### config.mk
export PLATFORM = sky130hd
export DESIGN_NAME = dwshift_unit
export DESIGN_NICKNAME = d
export VERILOG_FILES = /design/src/rtl/dwshift_pkg.sv /design/src/rtl/dwshift_decode.sv /design/src/rtl/dwshift_core.sv /design/src/rtl/dwshift_flags.sv /design/src/rtl/dwshift_unit.sv
export SDC_FILE = /design/constraint.sdc
export NUM_CORES = 1
export LEC_CHECK = 0
export ABC_AREA = 1
export BUFFER_PORTS_ARGS = -buffer_cell sky130_fd_sc_hd__buf_2
export CAP_MARGIN = 30
export CORE_UTILIZATION = 30
export CTS_CLUSTER_DIAMETER = 40
export DETAILED_ROUTE_END_ITERATION = 10
export PLACE_DENSITY = 0.55
export SETUP_SLACK_MARGIN = 0.05
export SYNTH_ARGS = -nofsm -noshare
export SYNTH_HDL_FRONTEND = slang
export SYNTH_SLANG_ARGS = --single-unit
### constraint.sdc
create_clock -name clk -period 4.2 [get_ports clk]
set_clock_uncertainty 0.1 [all_clocks]
set_input_delay 0.42 -clock clk [delete_from_list [all_inputs] [get_ports clk]]
set_output_delay 0.42 -clock clk [all_outputs]
set_load 0.05 [all_outputs]
### src/rtl/dwshift_pkg.sv
package dwshift_pkg;

  typedef enum logic [1:0] {
    DS_NONE = 2'd0,
    DS_SHL  = 2'd1,
    DS_SHR  = 2'd2
  } dshift_op_e;

  localparam int unsigned DS_PO_W = 6;
  localparam int unsigned DS_XO_W = 5;

endpackage

### src/rtl/dwshift_decode.sv
module dwshift_decode #(
  parameter int unsigned IW     = 32,
  parameter int unsigned PO_VAL = 4,
  parameter int unsigned XO_SHL = 26,
  parameter int unsigned XO_SHR = 27
) (
  input  logic [IW-1:0]           instr,
  output dwshift_pkg::dshift_op_e op,
  output logic                    rec
);
  import dwshift_pkg::*;

  localparam int unsigned PO_W = DS_PO_W;
  localparam int unsigned XO_W = DS_XO_W;

  logic [PO_W-1:0] po;
  logic [XO_W-1:0] xo;
  logic [IW-PO_W-XO_W-2:0] fields_unused;

  assign po            = instr[IW-1 -: PO_W];
  assign xo            = instr[XO_W:1];
  assign rec           = instr[0];
  assign fields_unused = instr[IW-PO_W-1:XO_W+1];

  always_comb begin
    op = DS_NONE;
    if (po == PO_W'(PO_VAL)) begin
      if (xo == XO_W'(XO_SHL))      op = DS_SHL;
      else if (xo == XO_W'(XO_SHR)) op = DS_SHR;
    end
  end

endmodule

### src/rtl/dwshift_core.sv
module dwshift_core #(
  parameter int unsigned XLEN = 64,
  localparam int unsigned SHW = $clog2(XLEN)
) (
  input  logic            dir_left,
  input  logic [XLEN-1:0] hi,
  input  logic [XLEN-1:0] lo,
  input  logic [SHW-1:0]  n,
  output logic [XLEN-1:0] res
);

  logic [XLEN-1:0] mask_l, mask_r, merged;
  logic [SHW-1:0]  rot;
  logic [XLEN-1:0] stg [SHW+1];

  // Merge: keep the bits that survive from each word, then rotate into place.
  assign mask_l = {XLEN{1'b1}} >> n;
  assign mask_r = {XLEN{1'b1}} << n;
  assign merged = dir_left ? ((hi & mask_l) | (lo & ~mask_l))
                           : ((hi & ~mask_r) | (lo & mask_r));
  // A right rotate by n is a left rotate by (XLEN - n) mod XLEN.
  assign rot    = dir_left ? n : (SHW'(0) - n);

  assign stg[0] = merged;
  for (genvar g = 0; g < SHW; g++) begin : g_rot
    localparam int unsigned K = 1 << g;
    assign stg[g+1] = rot[g] ? {stg[g][XLEN-1-K:0], stg[g][XLEN-1 -: K]}
                             : stg[g];
  end
  assign res = stg[SHW];

endmodule

### src/rtl/dwshift_flags.sv
module dwshift_flags #(
  parameter int unsigned XLEN = 64
) (
  input  logic [XLEN-1:0] value,
  output logic [3:0]      cr
);
  logic neg, zero, pos;

  assign neg  = value[XLEN-1];
  assign zero = (value == '0);
  assign pos  = !neg && !zero;
  assign cr   = {neg, pos, zero, 1'b0};

endmodule

### src/rtl/dwshift_unit.sv
module dwshift_unit #(
  parameter int unsigned XLEN   = 64,
  parameter int unsigned IW     = 32,
  parameter int unsigned PO_VAL = 4,
  parameter int unsigned XO_SHL = 26,
  parameter int unsigned XO_SHR = 27
) (
  input  logic            clk,
  input  logic            rst,
  input  logic            in_valid,
  input  logic [IW-1:0]   instr,
  input  logic [XLEN-1:0] src_hi,
  input  logic [XLEN-1:0] src_lo,
  input  logic [XLEN-1:0] src_amt,
  output logic            out_valid,
  output logic [XLEN-1:0] result,
  output logic [3:0]      cr_field,
  output logic            cr_we,
  output logic            illegal
);
  import dwshift_pkg::*;

  localparam int unsigned SHW = $clog2(XLEN);

  dshift_op_e      op;
  logic            rec, legal;
  logic [SHW-1:0]  n;
  logic [XLEN-SHW-1:0] amt_unused_bits;
  logic [XLEN-1:0] res_c;
  logic [3:0]      cr_c;

  logic            vld_q, ill_q, we_q;
  logic [XLEN-1:0] res_q;
  logic [3:0]      cr_q;

  assign n               = src_amt[SHW-1:0];
  assign amt_unused_bits = src_amt[XLEN-1:SHW];
  assign legal           = (op != DS_NONE);

  dwshift_decode #(
    .IW(IW), .PO_VAL(PO_VAL), .XO_SHL(XO_SHL), .XO_SHR(XO_SHR)
  ) u_dec (
    .instr(instr), .op(op), .rec(rec)
  );

  dwshift_core #(.XLEN(XLEN)) u_core (
    .dir_left(op == DS_SHL), .hi(src_hi), .lo(src_lo), .n(n), .res(res_c)
  );

  dwshift_flags #(.XLEN(XLEN)) u_flags (
    .value(res_c), .cr(cr_c)
  );

  always_ff @(posedge clk) begin
    if (rst) begin
      vld_q <= 1'b0;
      ill_q <= 1'b0;
      we_q  <= 1'b0;
      res_q <= '0;
      cr_q  <= '0;
    end else begin
      vld_q <= in_valid && legal;
      ill_q <= in_valid && !legal;
      we_q  <= in_valid && legal && rec;
      if (in_valid && legal)        res_q <= res_c;
      if (in_valid && legal && rec) cr_q  <= cr_c;
    end
  end

  assign out_valid = vld_q;
  assign illegal   = ill_q;
  assign cr_we     = we_q;
  assign result    = res_q;
  assign cr_field  = cr_q;

  // any output strobe traces back to an input strobe one cycle earlier
  a_r9_strobe_latency: assert property (@(posedge clk) disable iff (rst)
    (out_valid || illegal) |-> $past(in_valid));

  // illegal and a valid result never coincide
  a_r8_exclusive: assert property (@(posedge clk) disable iff (rst)
    !(out_valid && illegal));

  // a condition write only accompanies a valid result
  a_r7_we_with_valid: assert property (@(posedge clk) disable iff (rst)
    cr_we |-> out_valid);

  // exactly one of LT/GT/EQ, low bit zero
  a_r6_flags_onehot: assert property (@(posedge clk) disable iff (rst)
    cr_we |-> ($countones(cr_field[3:1]) == 1 && !cr_field[0]));

  // result held across an illegal instruction
  a_r8_result_held: assert property (@(posedge clk) disable iff (rst)
    illegal |-> $stable(result));

  // zero-count left shift passes the high word through
  a_r5_zero_left: assert property (@(posedge clk) disable iff (rst)
    (in_valid && op == DS_SHL && n == '0) |=> (result == $past(src_hi)));

  // reset clears the strobes
  a_r10_reset_clear: assert property (@(posedge clk)
    rst |=> (!out_valid && !illegal && !cr_we));

endmodule

# [Yosys cells after proc, flatten, opt, wreduce, memory -nomap -nowiden]
# Cells that the tools add are included.
[word_totals] register_bits=70 inputBits=227 out_inout_bits=71 wordCells=40
[op_classes] addsub=1 eq_ne=4 n_shift=2 muxes=11 n_bitwise=8 n_reduce_logical=9
[op_table] cell="64-bit 2-to-1 mux" count=7
[op_table] cell="64-bit AND" count=4
[op_table] cell="64-bit inverter" count=2
[op_table] cell="64-bit bitwise OR" count=2
[op_table] cell="64-bit logical NOT" count=1
[op_table] cell="64-bit by 6-bit << shifter with 64-bit output (first input constant)" count=1
[op_table] cell="64-bit by 6-bit right shift with 64-bit output (first input constant)" count=1
[op_table] cell="5-bit equality test (second input constant)" count=2
[op_table] cell="6-bit by 3-bit equality test with 1-bit output (second input constant)" count=1
[op_table] cell="2-bit 2-to-1 mux" count=3
[op_table] cell="6-bit 2-to-1 mux" count=1
[op_table] cell="1-bit by 6-bit subtractor with 6-bit output (first input constant)" count=1
[op_table] cell="1-bit logical AND" count=4
[op_table] cell="1-bit logical NOT" count=3
[op_table] cell="2-bit by 1-bit equality test with 1-bit output (second input constant)" count=1
[op_table] cell="2-bit nonzero test" count=1

# [Logic depth before layout (Yosys ltp)]
# Gate-level depths: netlist of run 1.
[depth] ltp_word=15 ltp_mapped=29 depth_no_buf=27

# [Modules after synthesis]
# Synthesis of run 1 repeated with hierarchy kept, for this count alone.
[hier_totals] hier_cells=2015 area_unflattened_um2=10485.1
[modules_own_cells] module="dwshift_core" n_inst=1 cells_each=1608 area_each_um2=7594.8 seq_area_each_um2=0.0
[modules_own_cells] module="dwshift_unit" n_inst=1 cells_each=323 area_each_um2=2534.9 seq_area_each_um2=1421.4
[modules_own_cells] module="dwshift_flags" n_inst=1 cells_each=69 area_each_um2=277.8 seq_area_each_um2=0.0
[modules_own_cells] module="dwshift_decode" n_inst=1 cells_each=15 area_each_um2=77.6 seq_area_each_um2=0.0

# [Least setup slack after synthesis of run 1]
# OpenSTA, ideal clock, no wires.
[synth_timing] kind="input port to flip-flop" from="input port src_amt[0]" to="register cr_q[2], in the netlist cr_field[2]" setup_time_ns=0.132 t_arrival_ns=3.126 required_ns=3.968 path_slack_ns=0.842 cell_stages=24 n_path_buf=4 cell_sequence="inv_1 clkbuf_1 buf_1 ha_1 inv_1 ha_1 nor2_1 a21oi_2 inv_2 buf_2 buf_2 nand3_1 nand3_1 nand3_1 nand3_1 nand2_1 nor2_1 nand2_1 nor2_1 nand2_1 nor2_1 nand2_1 nand2_1 a21oi_1"
[synth_via] elab_chain_cells=14 elab_cells_between_ends=23 cone_classes="add/sub (1); shift (2); mux (8); bitwise (8); reduce/logical (4)"
[synth_rtl] item="from (decl)" line_no="dwshift_unit.sv:14" rtl="input logic [XLEN-1:0] src_amt,"
[synth_rtl] item="64-bit by 6-bit << shifter with 64-bit output or 64-bit by 6-bit right shift with 64-bit output (tied branches)" line_no="dwshift_core.sv:18, dwshift_core.sv:17"
[synth_rtl] item="64-bit inverter (on tied branches)" line_no="dwshift_core.sv:20, dwshift_core.sv:19"
[synth_rtl] item="64-bit AND (on tied branches)" line_no="dwshift_core.sv:20, dwshift_core.sv:19"
[synth_rtl] item="64-bit bitwise OR (on tied branches)" line_no="dwshift_core.sv:20, dwshift_core.sv:19"
[synth_rtl] item="64-bit 2-to-1 mux" line_no="dwshift_core.sv:19" rtl="assign merged = dir_left ? ((hi & mask_l) | (lo & ~mask_l))"
[synth_rtl] item="64-bit 2-to-1 mux (5 in a row)" line_no="dwshift_core.sv:27" rtl="assign stg[g+1] = rot[g] ? {stg[g][XLEN-1-K:0], stg[g][XLEN-1 -: K]}"
[synth_rtl] item="64-bit 2-to-1 mux (*)" line_no="dwshift_core.sv:27"
[synth_rtl] item="64-bit logical NOT" line_no="dwshift_flags.sv:10" rtl="assign zero = (value == '0);"
[synth_rtl] item="1-bit logical NOT" line_no="dwshift_flags.sv:11" rtl="assign pos = !neg && !zero;"
[synth_rtl] item="1-bit logical AND (*)" line_no="dwshift_flags.sv:11"
[synth_rtl] item="to (signal assigned)" line_no="dwshift_unit.sv:66" rtl="if (in_valid && legal && rec) cr_q <= cr_c;"
[synth_rtl] item="to (decl)" line_no="dwshift_unit.sv:34" rtl="logic [3:0] cr_q;"
# Every way passes the cells marked *; elsewhere a longest branch is shown, timed or not.
# A chain may end at the register's enable or synchronous reset.

# [Worst setup path after layout of run 1]
[layout_timing] from="input port src_amt[1]" to="register cr_q[2], in the netlist cr_field[2]"
# The elaborated chain is that of the path after synthesis.

==> results of run 1 <==
==> worst max-delay path by stage <==
stage	startpoint	endpoint	cells past startpoint
final	src_amt[1]	cr_field[2]	25
after global routing	src_amt[1]	cr_field[2]	25
after CTS	src_amt[1]	cr_field[2]	25
after detailed placement	src_amt[1]	cr_field[2]	25
after global placement	src_amt[1]	cr_field[2]	25
after floorplan	src_amt[0]	cr_field[2]	24
==> registers in the layout, indices dropped and copies added (netlist names) <==
name,count
result,64
illegal,1
cr_we,1
out_valid,1
cr_field,3
==> routing by layer <==
metal  wire length [um]  share of wire (%)  vias to the layer above
li1                   -                  -                     7655
met1              23200                 43                     7356
met2              26400                 49                      616
met3               3130                5.8                       81
met4               1490                2.7                        0
met5                  0                  0                        -
==> cells in the final DEF, fill, tap and decap left out, types with 2 or more instances in the layout <==
| master | count |
|---|---|
| a21oi_1 | 7 |
| a31oi_1 | 16 |
| buf_12 | 11 |
| buf_2 | 218 |
| buf_4 | 37 |
| clkbuf_1 | 2 |
| clkbuf_16 | 9 |
| clkinvlp_4 | 3 |
| dfxtp_1 | 70 |
| ha_1 | 6 |
| inv_1 | 134 |
| inv_2 | 11 |
| nand2_1 | 627 |
| nand3_1 | 905 |
| nand3b_1 | 8 |
| nand4_1 | 11 |
| nor2_1 | 150 |
| nor2_2 | 4 |
| nor2_4 | 3 |
| o21ai_0 | 78 |
| o21ai_1 | 3 |
| o21ai_4 | 3 |
| xor2_4 | 2 |
==> power groups by stage <==
| stage | sequential, mW | combinational, mW | clock (mW) |
|---|---|---|---|
| 6_report | 0.665 | 1.85 | 0.689 |
| 5_1_grt | 0.665 | 2.02 | 0.737 |
| 4_1_cts | 0.665 | 1.81 | 0.706 |
| 3_5_place_dp | 0.680 | 1.80 | 0 |
| 3_3_place_gp | 0.680 | 1.79 | 0 |
| 2_1_floorplan | 0.683 | 1.16 | 0 |
==> final cells by class <==
cell class / count / area, um^2
Tap cell: 461 / 577
Fill cell: 4111 / 23100
Clock buffer: 11 / 233
Clock inverter: 5 / 36.3
Multi-Input combinational cell: 1833 / 8440
Inverter: 145 / 544
Timing Repair Buffer: 266 / 1590
Sequential cell: 70 / 1400
==> stage by stage <==
stage / hold WS, ns / power (mW) / cells / worst slack [ns] / utilization [%]
2_1_floorplan: 0.473 / 1.84 / 2196 / 0.842 / -
3_3_place_gp: 0.354 / 2.47 / 2775 / 0.252 / 35.0
3_5_place_dp: 0.367 / 2.48 / 2775 / 0.238 / 35.0
4_1_cts: 0.237 / 3.18 / 2791 / 0.597 / 35.7
5_1_grt: 0.262 / 3.42 / 2791 / 0.210 / 35.7
6_report: 0.249 / 3.20 / 2791 / 0.522 / 35.7
==> cell families (layout without fill, tap and decap cells) <==
logic type / count (synthesis) / in the layout
and+or+nand+nor: 1714 / 1714
buffers and inverters: 293 / 427
AOI/OAI and AO/OA: 110 / 110
DFF: 70 / 70
adders and majority gates: 6 / 6
xor gates and xnor gates: 2 / 2
other: 1 / 1
==> critical path, stage by stage <==
cell	delay, ns
buf_2	0.16
inv_1	0.20
ha_1	0.18
inv_1	0.05
ha_1	0.20
nor2_1	0.34
nand2_1	0.12
nand2_1	0.08
nand2_1	0.08
nand2_1	0.09
nand3_1	0.10
nand3_1	0.18
nand3_1	0.14
nand3_1	0.14
nand3_1	0.24
nand3_1	0.16
nand2_1	0.11
nor2_1	0.23
nand2_1	0.08
nor2_1	0.09
nand2_1	0.06
nor2_1	0.09
nand2_1	0.09
nand2_1	0.07
a21oi_1	0.05
==> qor.yml, run 1 <==
run_status:
  status: "finished, final reports clean"
floorplan:
  die_area_mm2: 0.0376
  start_util_pct: 30.7
  io_pins: 298
  fp.dieH_um: 194
  die_x_um: 194
  num_rows: 69
  core_area_mm2: 0.0359
finish:
  drive_gt1_share_pct: 13.3
  fin_area_mm2: 0.0128
  diodes: 0
  area_growth_syn_to_layout_pct: 16.2
  nets: 2558
logic_synthesis:
  synth_xor_xnor_area_share_pct: 0.227
  ys_ff_latch: 70
  synth_top_flop_cell: "dfxtp_1"
  synth_top_family_by_area: "simple AND/OR/NAND/NOR gates"
  synth_area_per_cell_um2: 5.03
  synth-compound-area-share_pct: 5.36
  synth_top_area_share_pct: 41.0
  synth_cell_type_count: 33
  synth_mux_area_share_pct: 0
  synth_area_leaders: "nand3_1 (41%), nand2_1 (21%), dfxtp_1 (13%), nor2_1 (5.1%), inv_1 (4.6%)"
  yosysTopAreaCell: "nand3_1"
  synth-edff-count: 0
  synthCells: 2196
  netlist_area_mm2: 0.0110
  synth-adder-area-share_pct: 0.680
  async_reset_ff_share_pct: 0
  synthTopCellsByCount: "nand3_1 (905), nand2_1 (627), nor2_1 (151)"
  synth-warning-count: 0
  synth_most_common_cell: "nand3_1"
  seq_area_frac_synth_pct: 12.7
  syn_nets: 2429
  synthSimpleGateAreaFrac_pct: 69.5
drt:
  wl_per_cell_um: 19.4
  drc_errors: 0
  dr.pass1.iters: 6
  vias: 15708
  routed_wl_um: 54200
  drt_iter0_markers: 1664
  via_per_inst: 5.63
  ant_nets: 0
global_route:
  grt-ovfl-total: 0
  grt_use_met3_pct: 2.16
  grt_max_degree: 85
  grt_pass1_vias: 14789
  grt_pass1_wl_um: 84700
  antenna_found_initial: 0
  busiest_layer: "met2"
  use_met1_pct: 37.6
  grt_use_total_pct: 28.8
  grt.met2_usage_pct: 50.4
worst_hold_path:
  whs_path_depth: 3
  hold_path.class: "input pin to register"
  min_from: "instr[0]"
  hold_end: "cr_we"
clock_network:
  cts_tree: "yes"
  cts_buffer_depth: 2
  cts-buffers-inserted: 9
  post_cts_buffers: 0
  cts_num_sinks: 70
  clk_latency_ns: 0.33
  root_buffer: "clkbuf_16"
  cts_hold_buf: 0
  cts-resized-gates: 0
  path_clk_slew_ns: 0.06
  cts_htree_levels: 3
pwr:
  power_switching_share_pct: 50.0
  net-switching-power_mw: 1.60
  combPwrFrac_pct: 57.7
  seqPwrFrac_pct: 20.8
  ir_drop_v: 0.000171
  p_leak_nw: 7.00
  clockPowerShare_pct: 21.5
  power_per_cell_area_mw_per_mm2: 250
  p_int_mw: 1.60
sta:
  grt_setup_unrepaired: "no"
  finalSetupTns_ns: 0
  relSlewSlack_pct: 42.2
  maxSlewViolCount: 0
  setup_viol: 0
  max_freq_mhz: 272
  fin_crit_ns: 3.68
  worst-slew-pin-transition_ns: 0.866
  min_period_over_period_pct: 87.6
  hold_violations: 0
critical_path:
  critPathArrivalTime_ns: 3.78
  required_ns: 4.30
  startpoint_type: "input pin"
  timing.rr.end: "result[44]"
  r2r_start: "result[44]"
  cp-end-kind: "register"
  worstSetupPathType: "input pin to register"
  rr_worst_depth: 4
  cp_max_fo: 8
  regToRegSetupSlack_ns: 3.34
run:
  max_cap_viol_count: 0
place:
  hpwl_um: 44100
  portBuffers: 218
  dpl-instance-area_mm2: 0.0126
  place_congestion: 0.952
Power figures use the tool's default switching activity.
==> inputs of run 2 (changes only) <==
--- a/config.mk
+++ b/config.mk
@@ -12,6 +12,7 @@
 export CTS_CLUSTER_DIAMETER = 40
 export DETAILED_ROUTE_END_ITERATION = 10
 export PLACE_DENSITY = 0.55
+export RECOVER_POWER = 50
 export SETUP_SLACK_MARGIN = 0.05
 export SYNTH_ARGS = -nofsm -noshare
 export SYNTH_HDL_FRONTEND = slang
==> qor.yml, run 2 (synthesis gave the netlist of run 1 again) <==
finish:
  area_growth_syn_to_layout_pct: 15.4
  nets: 2558
  layout_common_cells: "nand3_1 (905), nand2_1 (627), nor2_1 (150)"
  largest_reg_flops: 64
  drive_gt1_share_pct: 10.3
  diodes: 0
  layout_commonest_cell: "nand3_1"
  final_core_util_pct: 35.5
  nFillCells: 4139
drt:
  vias: 15723
  drt_iter0_markers: 1724
  drc_errors: 0
  via_per_inst: 5.63
  wl_met2_um: 26300
  dr.pass1.iters: 6
  highest_layer: "met4"
  routed_wl_um: 54400
  wl_met3_um: 3230
  wl_per_cell_um: 19.5
  wl_met1_um: 23200
  ant_nets: 0
place:
  place_congestion: 0.952
  hpwl_um: 44100
  post-place-ws_ns: 0.238
  portBuffers: 218
critical_path:
  worstSetupPathType: "input pin to register"
  required_ns: 4.30
  startpoint_type: "input pin"
  critPathArrivalTime_ns: 3.84
  critPathMostFrequentCell: "nand2_1"
  cp_max_fo: 8
  rr_worst_depth: 4
  crit_slowest_cell: "nor2_1"
  cp-end-kind: "register"
  slowest_delay_ns: 0.38
floorplan:
  die_x_um: 194
  die_area_mm2: 0.0376
  num_rows: 69
  fp.dieH_um: 194
  io_pins: 298
  start_util_pct: 30.7
  core_area_mm2: 0.0359
sta:
  whs_ns: 0.247
  grt_setup_unrepaired: "no"
  fin_crit_ns: 3.74
  maxSlewViolCount: 0
  setup_ws_ns: 0.464
  hold_violations: 0
  setup_viol: 0
  max_freq_mhz: 268
  relSlewSlack_pct: 43.4
  min_period_over_period_pct: 88.9
  worst-slew-pin-transition_ns: 0.849
  finalSetupTns_ns: 0
global_route:
  antenna_found_initial: 0
  grt_max_degree: 85
  grt-ovfl-total: 0
  grt_pass1_wl_um: 84700
  grt_use_total_pct: 28.8
  grt_pass1_vias: 14789
run:
  max_cap_viol_count: 0
pwr:
  clockPowerShare_pct: 21.6
  seqPwrFrac_pct: 20.8
  p_int_mw: 1.60
  power_switching_share_pct: 50.1
  combPwrFrac_pct: 57.7
  net-switching-power_mw: 1.60
  p_leak_nw: 6.70
  power_per_cell_area_mw_per_mm2: 251
  ir_drop_v: 0.000172
  p_total_mw: 3.20
clock_network:
  path_clk_slew_ns: 0.06
  post_cts_buffers: 0
  cts_num_sinks: 70
  clk_latency_ns: 0.33
  cts-buffers-inserted: 9
  cts_htree_levels: 3
  root_buffer: "clkbuf_16"
  cts-resized-gates: 0
  cts_tree: "yes"
  cts_hold_buf: 0
  cts_buffer_depth: 2
worst_hold_path:
  whs_path_depth: 3
  hold_path.class: "input pin to register"
run_status:
  status: "finished, final reports clean"
==> run 2: cell types whose count changed in the layout (fill, tap and decap cells not counted), sizes merged <==
cell,delta
clkbuf,+69
buf,-69
==> run 2: critical path: cells and delay by family <==
kind / cells / cell delay, ns
compound gates: 1 / 0.05
fa+ha+maj: 2 / 0.39
buf+inv: 3 / 0.41
simple gates: 19 / 2.56
==> run 2: cell type report <==
type / count / area [um^2] / share of cell area (%)
timing repair buffer: 266 / 1500 / 11.8
multi-input combinational: 1833 / 8440 / 66.3
clock inverter: 5 / 36.3 / 0.285
tap: 461 / 577 / 4.53
sequential: 70 / 1400 / 11.0
inverter: 145 / 544 / 4.27
clock buffer: 11 / 233 / 1.83
==> run 2: worst paths after layout <==
kind	endpoint	slack (ns)	start
setup / recovery	cr_field[2]	0.46	src_amt[1]
hold / removal	cr_we	0.25	instr[0]
setup reg to reg	result[44]	3.34	result[44]
hold reg to reg	cr_field[2]	0.38	cr_field[2]
==> run 2: layer usage <==
metal	global-route usage, %	up-vias
li1	-	7652
met3	2.16	94
met2	50.4	643
met4	7.82	0
met5	0	-
met1	37.6	7334
==> run 2: power by group through the flow <==
stage	Sequential [mW]	Combinational, mW	Clock, mW
after floorplan	0.683	1.16	0
after global placement	0.680	1.79	0
after detailed placement	0.680	1.80	0
after CTS	0.665	1.81	0.706
after global routing	0.665	2.02	0.737
final	0.665	1.85	0.691
==> run 2: stage by stage <==
| step | instance area, um^2 | std cells |
|---|---|---|
| floorplan | 11000 | 2196 |
| global placement | 12600 | 2775 |
| detailed placement | 12600 | 2775 |
| CTS | 12800 | 2791 |
| global route | 12700 | 2791 |
| finish | 12700 | 2791 |
==> inputs of run 3 (changes only) <==
--- a/config.mk
+++ b/config.mk
@@ -8,10 +8,12 @@
 export ABC_AREA = 1
 export BUFFER_PORTS_ARGS = -buffer_cell sky130_fd_sc_hd__buf_2
 export CAP_MARGIN = 30
+export CELL_PAD_IN_SITES_DETAIL_PLACEMENT = 0
+export CELL_PAD_IN_SITES_GLOBAL_PLACEMENT = 1
 export CORE_UTILIZATION = 30
 export CTS_CLUSTER_DIAMETER = 40
 export DETAILED_ROUTE_END_ITERATION = 10
-export PLACE_DENSITY = 0.55
+export PLACE_DENSITY = 0.77
 export RECOVER_POWER = 50
 export SETUP_SLACK_MARGIN = 0.05
 export SYNTH_ARGS = -nofsm -noshare
==> qor.yml, run 3 (synthesis gave the netlist of run 1 again) <==
global_route:
  grt_use_total_pct: 28.8
  antenna_found_initial: 0
  grt_max_degree: 85
  grt_pass1_wl_um: 84400
  grt-ovfl-total: 0
  grt_pass1_vias: 14565
critical_path:
  critPathArrivalTime_ns: 3.73
  critPathMostFrequentCell: "nand2_1"
  crit_start: "src_amt[1]"
  cp-end-kind: "register"
  crit_slowest_cell: "nand3_1"
  cp_max_fo: 8
  regToRegSetupSlack_ns: 3.35
  worstSetupPathType: "input pin to register"
  path_delay_family: "simple AND/OR/NAND/NOR gates"
  slowest_delay_ns: 0.30
  r2r_start: "result[32]"
  cp_num_buf_inv: 3
  required_ns: 4.30
  startpoint_type: "input pin"
place:
  portBuffers: 218
  hpwl_um: 44900
  dp.cells: 2782
  place_congestion: 0.964
finish:
  layout_commonest_cell: "nand3_1"
  layout_common_cells: "nand3_1 (905), nand2_1 (627), nor2_1 (150)"
  diodes: 0
  largest_reg_flops: 64
  area_growth_syn_to_layout_pct: 16.6
  nets: 2565
  drive_gt1_share_pct: 10.7
  nFillCells: 4110
  final_cells: 2798
sta:
  fin_crit_ns: 3.63
  max_freq_mhz: 276
  hold_violations: 0
  setup_viol: 0
  maxSlewViolCount: 0
  min_period_over_period_pct: 86.4
  relSlewSlack_pct: 44.9
  finalSetupTns_ns: 0
  worst-slew-pin-transition_ns: 0.827
  grt_setup_unrepaired: "no"
floorplan:
  die_area_mm2: 0.0376
  core_area_mm2: 0.0359
  start_util_pct: 30.7
  io_pins: 298
  fp.dieH_um: 194
  num_rows: 69
  die_x_um: 194
clock_network:
  cts_buffer_depth: 2
  cts_tree: "yes"
  cts_hold_buf: 0
  root_buffer: "clkbuf_16"
  clk_latency_ns: 0.33
  cts-resized-gates: 0
  post_cts_buffers: 0
  path_clk_slew_ns: 0.06
  cts_htree_levels: 3
  cts-buffers-inserted: 9
  cts_num_sinks: 70
worst_hold_path:
  hold_path.class: "input pin to register"
  min_from: "in_valid"
pwr:
  p_leak_nw: 6.78
  power_per_cell_area_mw_per_mm2: 263
  p_total_mw: 3.38
  ir_drop_v: 0.000172
run:
  max_cap_viol_count: 0
drt:
  ant_nets: 0
  vias: 15730
  dr.pass1.iters: 8
  wl_per_cell_um: 19.6
  drt_iter0_markers: 1776
  routed_wl_um: 54900
  via_per_inst: 5.62
  drc_errors: 0
run_status:
  status: "finished, final reports clean"
## run 3: cell count changes in the layout (fill, tap and decap cells not counted), sizes merged
cell      change
buf           +7
bufinv        +2
clkbuf        +1
clkinv        -2
inv           +1
clkinvlp      -2
## run 3: final cells by class
| class | instances | area, um^2 | area share (%) |
|---|---|---|---|
| flip-flops and latches | 70 | 1400 | 10.9 |
| well taps | 461 | 577 | 4.48 |
| clock inverters | 4 | 76.3 | 0.593 |
| multi-input cells | 1833 | 8440 | 65.6 |
| repair buffers | 273 | 1560 | 12.1 |
| inverters | 145 | 544 | 4.23 |
| clock buffers | 12 | 267 | 2.07 |
## run 3: worst reg2reg max path: cells and delay by family, from the launching register on
family / cells / cell delay [ns]
flip-flops: 1 / 0.38
AO/OA/AOI/OAI: 2 / 0.30
## run 3: through the flow
step	util (%)	hold slack, ns	instance area [um^2]	worst slack, ns
2_1_floorplan	-	0.473	11000	0.842
3_3_place_gp	35.1	0.355	12600	0.336
3_5_place_dp	35.1	0.359	12600	0.313
4_1_cts	36.1	0.242	12900	0.650
5_1_grt	35.8	0.251	12900	0.246
6_report	35.8	0.250	12900	0.573
## run 3: final timing paths
kind,endpoint,depth (start not counted)
hold reg to reg,cr_field[2],2
hold / removal,illegal,2
setup reg to reg,result[32],2
setup / recovery,cr_field[2],26
## run 3: report_power, final
| part | switching (mW) | total, mW | internal (mW) | leakage, nW |
|---|---|---|---|---|
| combinational | 1.31 | 1.85 | 0.542 | 6.05 |
| clock | 0.291 | 0.862 | 0.571 | 0.165 |
| sequential | 0.000359 | 0.665 | 0.665 | 0.564 |
## run 3: metal layers
| layer | part of all wire, % | up-vias | track usage, % |
|---|---|---|---|
| met5 | 0 | - | 0 |
| met4 | 2.0 | 0 | 6.10 |
| met3 | 5.7 | 65 | 2.59 |
| met2 | 49 | 602 | 51.6 |
| met1 | 43 | 7398 | 37.1 |
| li1 | - | 7665 | - |
